**config.mk**
```make
export PLATFORM = sky130hd
export DESIGN_NAME = gpio_atomic_ctrl
export DESIGN_NICKNAME = d
export VERILOG_FILES = /design/src/rtl/gpio_atomic_pkg.sv /design/src/rtl/gpio_atomic_dec.sv /design/src/rtl/gpio_atomic_word.sv /design/src/rtl/gpio_atomic_sync.sv /design/src/rtl/gpio_atomic_ctrl.sv
export SDC_FILE = /design/constraint.sdc
export NUM_CORES = 1
export LEC_CHECK = 0
export CORE_MARGIN = 1.5
export CORE_UTILIZATION = 43
export CTS_CLUSTER_DIAMETER = 40
export DETAILED_ROUTE_END_ITERATION = 8
export PLACE_DENSITY_LB_ADDON = 0.25
export SETUP_SLACK_MARGIN = 0.02
export SLEW_MARGIN = 20
export SYNTH_ARGS = -nofsm -noshare
export SYNTH_HDL_FRONTEND = slang
export SYNTH_HIERARCHICAL = 1
export SYNTH_SLANG_ARGS = --single-unit
```
**constraint.sdc**
```tcl
create_clock -name clk -period 3.4 [get_ports clk]
set_input_delay 0.68 -clock clk [delete_from_list [all_inputs] [get_ports clk]]
set_output_delay 0.68 -clock clk [all_outputs]
set_load 0.005 [all_outputs]
```
**src/rtl/gpio_atomic_pkg.sv**
```systemverilog
package gpio_atomic_pkg;

    localparam logic [7:0] OFF_DSET = 8'h00;
    localparam logic [7:0] OFF_DCLR = 8'h04;
    localparam logic [7:0] OFF_DTOG = 8'h08;
    localparam logic [7:0] OFF_DMSK = 8'h0C;
    localparam logic [7:0] OFF_DVAL = 8'h10;
    localparam logic [7:0] OFF_PIN  = 8'h14;
    localparam logic [7:0] OFF_RSET = 8'h20;
    localparam logic [7:0] OFF_RCLR = 8'h24;
    localparam logic [7:0] OFF_RTOG = 8'h28;
    localparam logic [7:0] OFF_RMSK = 8'h2C;
    localparam logic [7:0] OFF_RVAL = 8'h30;

    typedef enum logic [3:0] {
        SEL_NONE, SEL_DSET, SEL_DCLR, SEL_DTOG, SEL_DMSK, SEL_DVAL,
        SEL_PIN, SEL_RSET, SEL_RCLR, SEL_RTOG, SEL_RMSK, SEL_RVAL
    } reg_sel_e;

    typedef struct packed {
        logic set;
        logic clr;
        logic tog;
        logic direct;
        logic mask_wr;
    } upd_cmd_t;

    function automatic upd_cmd_t make_cmd(logic we, reg_sel_e sel,
                                          reg_sel_e s_set, reg_sel_e s_clr,
                                          reg_sel_e s_tog, reg_sel_e s_val,
                                          reg_sel_e s_msk);
        upd_cmd_t c;
        c.set     = we && (sel == s_set);
        c.clr     = we && (sel == s_clr);
        c.tog     = we && (sel == s_tog);
        c.direct  = we && (sel == s_val);
        c.mask_wr = we && (sel == s_msk);
        return c;
    endfunction

endpackage

```
**src/rtl/gpio_atomic_dec.sv**
```systemverilog
module gpio_atomic_dec
    import gpio_atomic_pkg::*;
#(
    parameter int unsigned ADDR_W = 8
) (
    input  logic [ADDR_W-1:0] addr,
    output reg_sel_e          sel
);
    localparam int unsigned LOW_W = (ADDR_W < 8) ? ADDR_W : 8;

    logic high_zero;
    logic [7:0] low;

    generate
        if (ADDR_W > 8) begin : g_wide
            assign high_zero = (addr[ADDR_W-1:8] == '0);
        end else begin : g_narrow
            assign high_zero = 1'b1;
        end
    endgenerate

    always_comb begin
        low = '0;
        low[LOW_W-1:0] = addr[LOW_W-1:0];
    end

    always_comb begin
        sel = SEL_NONE;
        if (high_zero) begin
            case (low)
                OFF_DSET: sel = SEL_DSET;
                OFF_DCLR: sel = SEL_DCLR;
                OFF_DTOG: sel = SEL_DTOG;
                OFF_DMSK: sel = SEL_DMSK;
                OFF_DVAL: sel = SEL_DVAL;
                OFF_PIN:  sel = SEL_PIN;
                OFF_RSET: sel = SEL_RSET;
                OFF_RCLR: sel = SEL_RCLR;
                OFF_RTOG: sel = SEL_RTOG;
                OFF_RMSK: sel = SEL_RMSK;
                OFF_RVAL: sel = SEL_RVAL;
                default:  sel = SEL_NONE;
            endcase
        end
    end
endmodule

```
**src/rtl/gpio_atomic_word.sv**
```systemverilog
module gpio_atomic_word
    import gpio_atomic_pkg::*;
#(
    parameter int unsigned WIDTH = 32
) (
    input  logic             clk,
    input  logic             rst,
    input  upd_cmd_t         cmd,
    input  logic [WIDTH-1:0] wdata,
    output logic [WIDTH-1:0] val_q,
    output logic [WIDTH-1:0] mask_q
);
    logic [WIDTH-1:0] eff;
    logic [WIDTH-1:0] val_d;

    always_comb begin
        eff   = wdata & ~mask_q;
        val_d = val_q;
        if (cmd.set)    val_d = val_q | eff;
        if (cmd.clr)    val_d = val_q & ~eff;
        if (cmd.tog)    val_d = val_q ^ eff;
        if (cmd.direct) val_d = (val_q & mask_q) | eff;
    end

    always_ff @(posedge clk) begin
        if (rst) begin
            val_q  <= '0;
            mask_q <= '0;
        end else begin
            val_q <= val_d;
            if (cmd.mask_wr) mask_q <= wdata;
        end
    end

    // protected bits never move on any value update
    a_r4_masked_bits_hold: assert property (@(posedge clk) disable iff (rst)
        (cmd.set || cmd.clr || cmd.tog || cmd.direct) |=>
        ((val_q & $past(mask_q)) == ($past(val_q) & $past(mask_q))));

    // set makes every unprotected written bit high
    a_r2_set_drives_high: assert property (@(posedge clk) disable iff (rst)
        cmd.set |=> ((val_q & $past(wdata & ~mask_q)) == $past(wdata & ~mask_q)));

    // clear makes every unprotected written bit low
    a_r2_clr_drives_low: assert property (@(posedge clk) disable iff (rst)
        cmd.clr |=> ((val_q & $past(wdata & ~mask_q)) == '0));

    // toggle inverts exactly the unprotected written bits
    a_r3_toggle_inverts: assert property (@(posedge clk) disable iff (rst)
        cmd.tog |=> ((val_q ^ $past(val_q)) == $past(wdata & ~mask_q)));
endmodule

```
**src/rtl/gpio_atomic_sync.sv**
```systemverilog
module gpio_atomic_sync #(
    parameter int unsigned WIDTH = 32
) (
    input  logic             clk,
    input  logic             rst,
    input  logic [WIDTH-1:0] pad_in,
    output logic [WIDTH-1:0] pin_q
);
    logic [WIDTH-1:0] stage1_q;
    logic [1:0]       warm_q;

    always_ff @(posedge clk) begin
        stage1_q <= pad_in;
        pin_q    <= stage1_q;
    end

    always_ff @(posedge clk) begin
        if (rst)               warm_q <= '0;
        else if (warm_q != 2'd2) warm_q <= warm_q + 2'd1;
    end

    // the readable pin word lags the pad by two edges
    a_r8_two_stage_lag: assert property (@(posedge clk) disable iff (rst)
        (warm_q == 2'd2) |-> (pin_q == $past(pad_in, 2)));
endmodule

```
**src/rtl/gpio_atomic_ctrl.sv**
```systemverilog
module gpio_atomic_ctrl
    import gpio_atomic_pkg::*;
#(
    parameter int unsigned WIDTH  = 32,
    parameter int unsigned ADDR_W = 8
) (
    input  logic              clk,
    input  logic              rst,
    input  logic              bus_sel,
    input  logic              bus_en,
    input  logic              bus_wr,
    input  logic [ADDR_W-1:0] bus_addr,
    input  logic [WIDTH-1:0]  bus_wdata,
    output logic [WIDTH-1:0]  rd_data,
    input  logic [WIDTH-1:0]  pad_in,
    output logic [WIDTH-1:0]  pad_out,
    output logic [WIDTH-1:0]  pad_oe
);
    reg_sel_e         sel;
    logic             we;
    logic             re;
    upd_cmd_t         dat_cmd;
    upd_cmd_t         dir_cmd;
    logic [WIDTH-1:0] dat_q, dat_mask;
    logic [WIDTH-1:0] dir_q, dir_mask;
    logic [WIDTH-1:0] pin_q;

    assign we = bus_sel && bus_en && bus_wr;
    assign re = bus_sel && bus_en && !bus_wr;

    gpio_atomic_dec #(.ADDR_W(ADDR_W)) u_dec (
        .addr (bus_addr),
        .sel  (sel)
    );

    assign dat_cmd = make_cmd(we, sel, SEL_DSET, SEL_DCLR, SEL_DTOG, SEL_DVAL, SEL_DMSK);
    assign dir_cmd = make_cmd(we, sel, SEL_RSET, SEL_RCLR, SEL_RTOG, SEL_RVAL, SEL_RMSK);

    gpio_atomic_word #(.WIDTH(WIDTH)) u_dat (
        .clk    (clk),
        .rst    (rst),
        .cmd    (dat_cmd),
        .wdata  (bus_wdata),
        .val_q  (dat_q),
        .mask_q (dat_mask)
    );

    gpio_atomic_word #(.WIDTH(WIDTH)) u_dir (
        .clk    (clk),
        .rst    (rst),
        .cmd    (dir_cmd),
        .wdata  (bus_wdata),
        .val_q  (dir_q),
        .mask_q (dir_mask)
    );

    gpio_atomic_sync #(.WIDTH(WIDTH)) u_sync (
        .clk    (clk),
        .rst    (rst),
        .pad_in (pad_in),
        .pin_q  (pin_q)
    );

    always_comb begin
        rd_data = '0;
        if (re) begin
            case (sel)
                SEL_DMSK: rd_data = dat_mask;
                SEL_DVAL: rd_data = dat_q;
                SEL_PIN:  rd_data = pin_q;
                SEL_RMSK: rd_data = dir_mask;
                SEL_RVAL: rd_data = dir_q;
                default:  rd_data = '0;
            endcase
        end
    end

    assign pad_out = dat_q;
    assign pad_oe  = dir_q;

    // a write that hits no register leaves both pad words untouched
    a_r9_unmapped_write_inert: assert property (@(posedge clk) disable iff (rst)
        (we && sel == SEL_NONE) |=> ($stable(pad_out) && $stable(pad_oe)));

    // data-side writes never disturb the direction word
    a_r6_dir_isolated: assert property (@(posedge clk) disable iff (rst)
        (we && (sel == SEL_DSET || sel == SEL_DCLR || sel == SEL_DTOG || sel == SEL_DVAL))
        |=> $stable(pad_oe));

    // immediately after reset both pad words are zero
    a_r1_reset_clear: assert property (@(posedge clk)
        $past(rst) |-> (pad_out == '0 && pad_oe == '0));
endmodule

```
==> reports/metrics.yaml <==
setup_path:
  critPathMostFrequentCell: "buf_6"
  reg2reg_slack_ns: 2.22
  cp_max_fo: 4
  worst_ep_required_time_ns: 2.72
  cp_data_arrival_time_ns: 3.00
  startpoint_type: "primary input"
  cp-end-kind: "output pin"
  reg2reg_from: "u_dir/mask_q[15]"
  criticalPathCategory: "primary input to output pin"
  crit_slowest_cell: "or4_4"
  crit_chain: "buf_6 -> or4_4 -> buf_6 -> nor3b_4 -> buf_4 -> and4b_2 -> buf_6 -> a22oi_2 -> buf_4 -> a211oi_4 -> buf_2"
  max_stage_delay_ns: 0.57
  rr_worst_depth: 4
synthesis:
  synth_area_per_cell_sq_um: 9.33
  yosys.area_share.simple: 0.222
  synth_top_area_share: 0.377
  syn_area_sq_um: 10200
  muxShareOfSynthArea: 0.0783
  synth-compound-area-share: 0.201
  ys_warn_count: 6
  synth_enable_flop_cells: 0
  ys_async_sr_fraction: 0
  yosysMostFrequentCell: "dfxtp_1"
  synth_top_family_by_area: "simple AND/OR/NAND/NOR gates"
  synthTopCellsByCount: "dfxtp_1, nand2b_1, nor2_1, nand3_1"
  ys_top_cells_by_area: "dfxtp_1, mux2i_1, and3b_1, xor2_1, o311ai_1"
  synthAdderAreaFrac: 0
  synthesis.nets: 1169
  yosysSeqAreaShare: 0.377
  synth_cell_type_count: 46
  ys_ff_latch: 192
  synth_top_cell_by_area: "dfxtp_1"
  synthCells: 1092
  synth_xor_area_frac: 0.0567
  synth_flop_cell: "dfxtp_1"
clocking:
  root_buffer: "clkbuf_16"
  clk_transition_reported_paths_ns: 0.08
  hold_buffers: 0
  cts_buffers: 17
  htreeDepth: 4
  cts_max_path_buffers: 2
  cts_num_sinks: 192
  cts_tree: "done"
  insertion_delay_ns: 0.44
finish:
  layout.cells.non_filler: 1673
  postLayoutCoreUtil: 0.630
  layout.area.seq_sq_um: 3840
  areaGrowthSynthToFinish_pct: 44.2
  drive_gt1_frac: 0.262
  final_nets: 1417
  multi_input_area_sq_um: 6350
  fin_area_sq_um: 14700
  num-fill-cells: 1855
timing:
  hold_viol: 0
  worstMarginPinSlew_ns: 0.886
  drv_slew: 0
  fin_ws_ns: -0.284
  fmax_mhz: 271
  finalSetupViolCount: 32
  slew_headroom: 0.409
  finalCritPeriodShare: 1.08
  rsz0062_at_grt: "yes"
  whs_ns: 0.326
  fin_skew_ns: 0.0102
  min_period_ns: 3.68
place:
  dpl.cell_count: 1585
  io_buffers: 172
  dpl_cell_area_sq_um: 12900
  globalplace.congestion: 0.864
  hpwlAfterDp_microns: 22900
  dp_slack_ns: -1.16
floorplanning:
  die_height_microns: 157
  initial_core_util: 0.437
  core_area_sq_um: 23300
  fp-row-count: 56
  die_w_microns: 157
  dieArea_sq_um: 24600
  ios: 173
power_and_ir_drop:
  ir_drop_uv: 281
  p_seq_frac: 0.493
  p_clk_frac: 0.424
  p_comb_frac: 0.084
  power_density_nw_per_um2: 318
  p_sw_mw: 1.23
  p_leak_nw: 5.25
  p_sw_frac: 0.263
  intPower_mw: 3.45
hold_path:
  hold_depth: 0
  hold-path-endpoint: "u_sync/pin_q[9]"
  min_path_type: "flip-flop to flip-flop"
  hold_start: "u_sync/stage1_q[9]"
run:
  drv_cap: 0
detailed_routing:
  viasPerCell: 6.09
  drtIter0Drc: 1074
  postRouteAntennaNets: 0
  vias: 10200
  firstDrtPassIters: 5
  drc: 0
  drt-total-wl_microns: 37500
  wl_per_cell_microns: 22.4
run_status:
  violations: "setup timing"
  status: "finished, violations left"
global_routing:
  grt_max_degree: 54
  grt_pass1_wl_microns: 55000
  grt_usage: 0.293
  antenna_found_initial: 1
  grt_pass1_vias: 9613
  grt_overflow: 0
placed cells by master, fill, tap and decap left out, drive strengths merged, types with 3 or more instances in the layout:
cell type      Yosys  routed
a211oi            14      14
a21oi             67      67
a22oi             13      13
a311oi            19      19
and3b             65      65
and4b             20      20
buf               53     192
clkbuf            50      24
clkdlybuf4s50      0     131
clkinv             0       7
dfxtp            192     192
inv                4      10
mux2              14      14
mux2i             64      64
nand2             21      21
nand2b            73      73
nand3             66      66
nor2              71      71
nor3               4       4
nor3b              3       3
nor4               4       4
nor4bb            19      19
o211ai            62      62
o21ai             51      51
o311ai            64      64
xor2              65      65
worst max path at each step:
stage | start | to | slack (ns)
global placement | bus_addr[1] | rd_data[14] | -1.07
CTS | bus_addr[6] | rd_data[28] | -0.26
finish | bus_addr[7] | rd_data[14] | -0.28
global route | bus_addr[7] | rd_data[26] | -0.34
detailed placement | bus_addr[1] | rd_data[14] | -1.16
floorplan | bus_addr[1] | flip-flop | 0.02
per-stage QoR:
stage	setup TNS (ns)	power (mW)
floorplan	0	2.48
global placement	-94.83	2.69
detailed placement	-97.62	2.70
CTS	-5.90	4.67
global route	-8.07	4.81
finish	-6.62	4.68
area by class of cell:
class                      count  share of cell area
multi-input combinational    793               0.433
sequential                   192               0.262
timing repair buffer         332               0.238
tap                          319              0.0272
inverter                       4             0.00102
clock inverter                14             0.00988
clock buffer                  18              0.0292
antenna                        1            0.000170
metal layers:
layer / up-vias / share of wire / GRT usage
met5: - / 0 / 0
met4: 0 / 0.028 / 0.121
met3: 88 / 0.087 / 0.0619
met2: 566 / 0.46 / 0.456
met1: 4945 / 0.42 / 0.393
li1: 4584 / - / -
logic make-up after synthesis:
family          Yosys count
compound gates          296
xor+xnor                 66
buf+inv                 107
flops                   192
mux                      78
simple gates            353
critical path, delay by kind of cell:
kind | cells | cell delay [ns]
compound gates | 2 | 0.33
simple gates | 3 | 1.11
buf+inv | 6 | 0.89
power groups by stage:
stage	clock network, mW	logic (mW)	registers (mW)
after global routing	2.09	0.410	2.31
after floorplan	0	0.128	2.35
after CTS	2.00	0.372	2.30
after global placement	0	0.334	2.35
final	1.98	0.391	2.30
after detailed placement	0	0.340	2.36
repair_timing:
action | CTS | global route
gates cloned | 8 | 5
pin swaps | 47 | 42
gates resized for setup | 288 | 73
setup buffers | 40 | 17
endpoints found under the setup margin | 101 | 90
Note: power is estimated with default switching activity, not from simulation.
